## src/rtl/bs_pkg.sv

```systemverilog
`timescale 1ns/1ps
package bs_pkg;
  typedef enum logic {
    ST_READY = 1'b0,
    ST_BUSY  = 1'b1
  } bs_state_e;
endpackage

```

## src/rtl/bs_conflict_unit.sv

```systemverilog
`timescale 1ns/1ps
module bs_conflict_unit #(
  parameter int LANES  = 8,
  parameter int BANK_W = 3,
  parameter int OFFS_W = 4
) (
  input  logic [LANES-1:0]             pending,
  input  logic                         is_store,
  input  logic [LANES-1:0][BANK_W-1:0] bank,
  input  logic [LANES-1:0][OFFS_W-1:0] offs,
  output logic [LANES-1:0]             served,
  output logic [LANES-1:0]             still,
  output logic                         conflict
);
  localparam int IDX_W = (LANES > 1) ? $clog2(LANES) : 1;

  // Lane j collides when any pending lane of lower number hits its bank.
  function automatic logic [LANES-1:0] collide_mask(
    input logic [LANES-1:0]             p,
    input logic [LANES-1:0][BANK_W-1:0] b
  );
    logic [LANES-1:0] c;
    c = '0;
    for (int j = 1; j < LANES; j++)
      for (int i = 0; i < j; i++)
        if (p[i] && (b[i] == b[j])) c[j] = 1'b1;
    return c;
  endfunction

  // Index of the highest-priority pending lane (0 when none).
  function automatic logic [IDX_W-1:0] lead_lane(input logic [LANES-1:0] p);
    logic [IDX_W-1:0] k;
    k = '0;
    for (int i = LANES-1; i >= 0; i--)
      if (p[i]) k = IDX_W'(i);
    return k;
  endfunction

  function automatic logic [LANES-1:0] bcast_mask(
    input logic [LANES-1:0]             p,
    input logic                         st,
    input logic [LANES-1:0][BANK_W-1:0] b,
    input logic [LANES-1:0][OFFS_W-1:0] o
  );
    logic [LANES-1:0] m;
    logic [IDX_W-1:0] k;
    k = lead_lane(p);
    for (int i = 0; i < LANES; i++)
      m[i] = !st && (b[i] == b[k]) && (o[i] == o[k]);
    return m;
  endfunction

  logic [LANES-1:0] cf_mask;
  logic [LANES-1:0] bc_mask;

  assign cf_mask  = collide_mask(pending, bank);
  assign bc_mask  = bcast_mask(pending, is_store, bank, offs);
  assign served   = pending & (bc_mask | ~cf_mask);
  assign still    = pending & ~served;
  assign conflict = |still;
endmodule

```

## src/rtl/bs_issue_ctrl.sv

```systemverilog
`timescale 1ns/1ps
module bs_issue_ctrl
  import bs_pkg::*;
#(
  parameter int LANES  = 8,
  parameter int BANK_W = 3,
  parameter int OFFS_W = 4
) (
  input  logic                         clk,
  input  logic                         rst_n,
  input  logic [LANES-1:0]             in_mask,
  input  logic                         in_store,
  input  logic [LANES-1:0][BANK_W-1:0] in_bank,
  input  logic [LANES-1:0][OFFS_W-1:0] in_offs,
  input  logic [LANES-1:0]             still,
  input  logic                         conflict,
  output logic [LANES-1:0]             pending,
  output logic                         cur_store,
  output logic [LANES-1:0][BANK_W-1:0] cur_bank,
  output logic [LANES-1:0][OFFS_W-1:0] cur_offs,
  output logic                         ready,
  output logic                         last
);
  bs_state_e                    state_q, state_d;
  logic [LANES-1:0]             still_q;
  logic                         store_q;
  logic [LANES-1:0][BANK_W-1:0] bank_q;
  logic [LANES-1:0][OFFS_W-1:0] offs_q;
  logic                         capture_en;

  assign ready      = (state_q == ST_READY);
  assign capture_en = ready;

  always_comb begin
    if (ready) begin
      pending   = in_mask;
      cur_store = in_store;
      cur_bank  = in_bank;
      cur_offs  = in_offs;
      last      = !conflict && (in_mask != '0);
    end else begin
      pending   = still_q;
      cur_store = store_q;
      cur_bank  = bank_q;
      cur_offs  = offs_q;
      last      = !conflict;
    end
  end

  always_comb begin
    state_d = state_q;
    case (state_q)
      ST_READY: if (conflict)  state_d = ST_BUSY;
      ST_BUSY:  if (!conflict) state_d = ST_READY;
      default:  state_d = ST_READY;
    endcase
  end

  always_ff @(posedge clk or negedge rst_n) begin
    if (!rst_n) begin
      state_q <= ST_READY;
      still_q <= '0;
    end else begin
      state_q <= state_d;
      still_q <= still;
    end
  end

  always_ff @(posedge clk or negedge rst_n) begin
    if (!rst_n) begin
      store_q <= 1'b0;
      bank_q  <= '0;
      offs_q  <= '0;
    end else if (capture_en) begin
      store_q <= in_store;
      bank_q  <= in_bank;
      offs_q  <= in_offs;
    end
  end
endmodule

```

## src/rtl/bank_serializer.sv

```systemverilog
`timescale 1ns/1ps
module bank_serializer #(
  parameter int LANES  = 8,
  parameter int BANK_W = 3,
  parameter int OFFS_W = 4
) (
  input  logic                     clk,
  input  logic                     rst_n,
  input  logic [LANES-1:0]         req_mask,
  input  logic                     req_store,
  input  logic [LANES*BANK_W-1:0]  req_bank,
  input  logic [LANES*OFFS_W-1:0]  req_offs,
  output logic                     ready,
  output logic [LANES-1:0]         served_mask,
  output logic                     last,
  output logic [LANES*BANK_W-1:0]  iss_bank,
  output logic [LANES*OFFS_W-1:0]  iss_offs
);
  logic [LANES-1:0][BANK_W-1:0] in_bank_v, cur_bank;
  logic [LANES-1:0][OFFS_W-1:0] in_offs_v, cur_offs;
  logic [LANES-1:0]             pending, still;
  logic                         conflict, cur_store;

  assign in_bank_v = req_bank;
  assign in_offs_v = req_offs;

  bs_issue_ctrl #(.LANES(LANES), .BANK_W(BANK_W), .OFFS_W(OFFS_W)) u_ctrl (
    .clk       (clk),
    .rst_n     (rst_n),
    .in_mask   (req_mask),
    .in_store  (req_store),
    .in_bank   (in_bank_v),
    .in_offs   (in_offs_v),
    .still     (still),
    .conflict  (conflict),
    .pending   (pending),
    .cur_store (cur_store),
    .cur_bank  (cur_bank),
    .cur_offs  (cur_offs),
    .ready     (ready),
    .last      (last)
  );

  bs_conflict_unit #(.LANES(LANES), .BANK_W(BANK_W), .OFFS_W(OFFS_W)) u_cfl (
    .pending  (pending),
    .is_store (cur_store),
    .bank     (cur_bank),
    .offs     (cur_offs),
    .served   (served_mask),
    .still    (still),
    .conflict (conflict)
  );

  assign iss_bank = cur_bank;
  assign iss_offs = cur_offs;
endmodule

```

## config.mk

```make
export PLATFORM = sky130hd
export DESIGN_NAME = bank_serializer
export DESIGN_NICKNAME = d
export VERILOG_FILES = /design/src/rtl/bs_pkg.sv /design/src/rtl/bs_conflict_unit.sv /design/src/rtl/bs_issue_ctrl.sv /design/src/rtl/bank_serializer.sv
export SDC_FILE = /design/constraint.sdc
export NUM_CORES = 1
export LEC_CHECK = 0
export ABC_AREA = 0
export BUFFER_PORTS_ARGS = -buffer_cell sky130_fd_sc_hd__buf_2
export CORE_AREA = 3 3 120 93
export DETAILED_ROUTE_END_ITERATION = 12
export DIE_AREA = 0 0 123 96
export PLACE_DENSITY = 0.77
export SYNTH_ARGS = -nofsm -noshare
export SYNTH_HDL_FRONTEND = slang
export SYNTH_SLANG_ARGS = --single-unit
```

## constraint.sdc

```tcl
create_clock -name clk -period 5.62 [get_ports clk]
set_input_delay 1.405 -clock clk [delete_from_list [all_inputs] [get_ports clk]]
set_output_delay 1.405 -clock clk [all_outputs]
set_load 0.02 [all_outputs]
```

==> results.py <==
metrics = {
    "critical_path": {
        "crit_slowest_cell": "o21ai_0",
        "cp_top_family": "compound AO/OA/AOI/OAI gates",
        "cpMostUsedCell": "buf_6",
        "slowest_delay_ps": 360,
        "cp_cell_sequence": "buf_6, or3_1, a222oi_1, buf_4, buf_6, o21ai_4, buf_8, buf_12, mux2i_1, a32oi_1, o311a_4, buf_6, buf_6, buf_6, xnor2_2, nand4_1, o21ai_0, nand2_1, nor4b_4, buf_4",
        "required_ps": 4220,
        "cp-start-kind": "input pin",
        "endpoint_kind": "primary output",
        "r2r_setup_slack_ps": 1210,
        "critPathMaxFanout": 7,
        "cp_data_arrival_time_ps": 5070,
        "worstSetupPathType": "input pin to primary output",
        "path_buf_inv": 9,
    },
    "synthesis": {
        "synth-main-ff-cell": "dfrtp_1",
        "yosysTopAreaCell": "dfrtp_1",
        "netlist_instances": 513,
        "synth.most_common_cell": "xnor2_1",
        "synth.distinct_cells": 54,
        "avgSynthCellArea_um2": 9.62,
        "synth_fp_nets": 580,
        "yosysWarnings": 0,
        "synthTopCellsByArea": "dfrtp_1, xnor2_1, mux2i_1, xor2_1, nor4_1",
        "synth_commonest_cells": "xnor2_1, dfrtp_1, xor2_1",
        "synth_top_area_frac": 0.330,
        "syn-cell-area_mm2": 0.00493,
        "async_flop_share": 1.00,
        "synth_seq_area_share": 0.330,
        "synth_edf_count": 0,
        "ys_ff_latch": 65,
    },
    "final_layout": {
        "fillers": 673,
        "drive_gt1_frac": 0.466,
        "n_antenna_cell": 0,
        "nets": 835,
        "syn_to_final_growth_pct": 53.2,
        "post-route-util": 0.746,
    },
    "global_routing": {
        "grt_antenna_before_repair": 0,
        "grt_max_degree": 66,
        "met1_usage": 0.445,
        "grt_pass1_wl_um": 29900,
        "grt_pass1_vias": 5295,
        "gr-total-overflow": 0,
        "grt_busiest_layer": "met2",
        "grt_use_met3": 0.0881,
        "grtUsageTotal": 0.338,
        "gr-usage-met2": 0.534,
    },
    "floorplan": {
        "die_x_um": 123,
        "ios": 133,
        "rows": 32,
        "initial_core_util": 0.487,
        "die_y_um": 96,
        "die_area_mm2": 0.0118,
        "coreArea_mm2": 0.0101,
    },
    "power_and_ir_drop": {
        "ir_drop_uv": 482,
        "p_leak_nw": 3.62,
        "powerDensity_mw_per_mm2": 863,
    },
    "timing": {
        "fin_crit_sh": 1.15,
        "setup_viol": 8,
        "slew_headroom": 0.415,
        "fmax_ghz": 0.154,
        "worst_pin_slew_ps": 877,
        "whs_ps": 534,
        "slew_violations": 0,
        "hold_violations": 0,
        "period_needed_ps": 6470,
        "finClkSkew_ps": 8.91,
        "rsz0062_at_grt": "yes",
        "setup_ws_ps": -854,
    },
    "cts": {
        "clock-sinks": 65,
        "cts_buffer_depth": 2,
        "clk_pin_slew_ps": 50,
        "cts_tree": "done",
        "cts_made_buffers": 9,
        "cts_root_buf": "clkbuf_16",
        "insertion_delay_ps": 340,
        "htree_levels": 3,
    },
    "placed_design": {
        "gp_congestion": 0.963,
        "port_buffers": 132,
        "place_hpwl_um": 13400,
    },
    "min_path": {
        "hp-class": "flop to flop",
    },
    "routing": {
        "wl_per_cell_um": 23.0,
        "antenna_left": 0,
        "wirelength_um": 20900,
        "drc": 0,
        "drtIter0Drc": 572,
        "vias_per_cell": 5.97,
        "drt-pass1-iter-count": 6,
        "vias": 5423,
    },
    "status": {
        "violations": "setup timing",
        "status": "finished, violations left",
    },
    "job": {
        "cap_viol_max_count": 0,
    },
}
## metal layers
layer | up-vias | wire length, um
met5 | - | 0
met4 | 0 | 1190
li1 | 2285 | -
met3 | 125 | 2090
met2 | 405 | 9340
met1 | 2608 | 8250
## worst paths after layout
path,to,start,cells after the start
worst max-delay path,last,req_mask[4],20
worst min-delay path,u_ctrl.offs_q[2],u_ctrl.offs_q[2],1
worst max register to register,u_ctrl.state_q,u_ctrl.state_q,19
worst min register to register,u_ctrl.offs_q[2],u_ctrl.offs_q[2],1
max in group asynchronous,u_ctrl.state_q,rst_n,2
min in group asynchronous,u_ctrl.bank_q[14],rst_n,2
## cell families after synthesis
group / share of synthesized area
xor gates and xnor gates: 0.238
buffers and inverters: 0.0637
AOI/OAI and AO/OA: 0.0832
and+or+nand+nor: 0.134
DFF: 0.330
muxes: 0.152
## power by group
group          switching, mW  total (mW)  internal, mW
Sequential            0.0801       0.730         0.650
Combinational           2.78        5.13          2.35
Clock                  0.228       0.662         0.434
Total                   3.09        6.52          3.43
## repair_timing
| item | CTS | global route |
|---|---|---|
| gates resized for setup | 66 | 40 |
| pin swaps | 37 | 20 |
| endpoints found under the setup margin | 8 | 8 |
| setup buffers | 27 | 9 |
| gates cloned | 2 | 0 |
| hold buffers | 0 | 0 |
## through the flow
stage | std cells | area [um2] | power, mW | TNS, ps | worst slack (ps)
global placement | 860 | 6430 | 4.46 | -2710 | -747
detailed placement | 860 | 6430 | 4.53 | -3490 | -893
global route | 908 | 7560 | 6.76 | -3750 | -977
CTS | 903 | 7360 | 5.96 | -1780 | -592
floorplan | 513 | 4960 | 3.18 | -269 | -269
finish | 908 | 7560 | 6.52 | -3270 | -854
## registers in the layout (all words and copies together) (netlist names)
register	flops
u_ctrl.bank_q	24
u_ctrl.offs_q	32
u_ctrl.state_q	1
u_ctrl.store_q	1
u_ctrl.still_q	7
## layout by cell type (no fill, tap or decap), types with 4 or more instances in the layout
cell type	Yosys	layout
nor2_4	1	4
nor3_1	5	5
mux2i_1	58	51
mux2_2	13	11
nor2_1	22	17
xnor2_2	0	12
nand2b_1	4	4
buf_2	5	123
nand2_1	26	24
xor2_1	60	60
dfrtp_1	65	64
clkbuf_16	0	9
buf_6	3	23
mux2i_2	0	6
o21ai_0	7	6
nor4_2	1	7
buf_4	1	110
nand4_1	4	4
xnor2_1	74	60
nand2_2	2	4
a21oi_1	12	9
o22ai_2	0	4
nor4_1	35	26
inv_1	51	51
## worst register-to-register path, cell delays in order, from the launching register on
cell and delay, ps:
dfrtp_4 560, or3_1 390, a222oi_1 250, buf_4 190
buf_6 100, o21ai_4 80, buf_8 170, buf_12 140
mux2i_1 120, a32oi_1 240, o311a_4 310, buf_6 110
buf_6 100, buf_6 90, xnor2_2 110, nand4_1 240
o21ai_0 360, nand2_1 160, buf_4 170, or3b_1 370
## cell type report
cell class / count / area (um2) / share of cell area
repair buffers: 262 / 1820 / 0.240
multi-input cells: 377 / 3400 / 0.450
inverters: 53 / 199 / 0.0263
well taps: 136 / 170 / 0.0225
clock inverters: 6 / 116 / 0.0154
flip-flops and latches: 65 / 1630 / 0.216
clock buffers: 9 / 225 / 0.0298
Note: power is estimated with default switching activity, not from simulation.
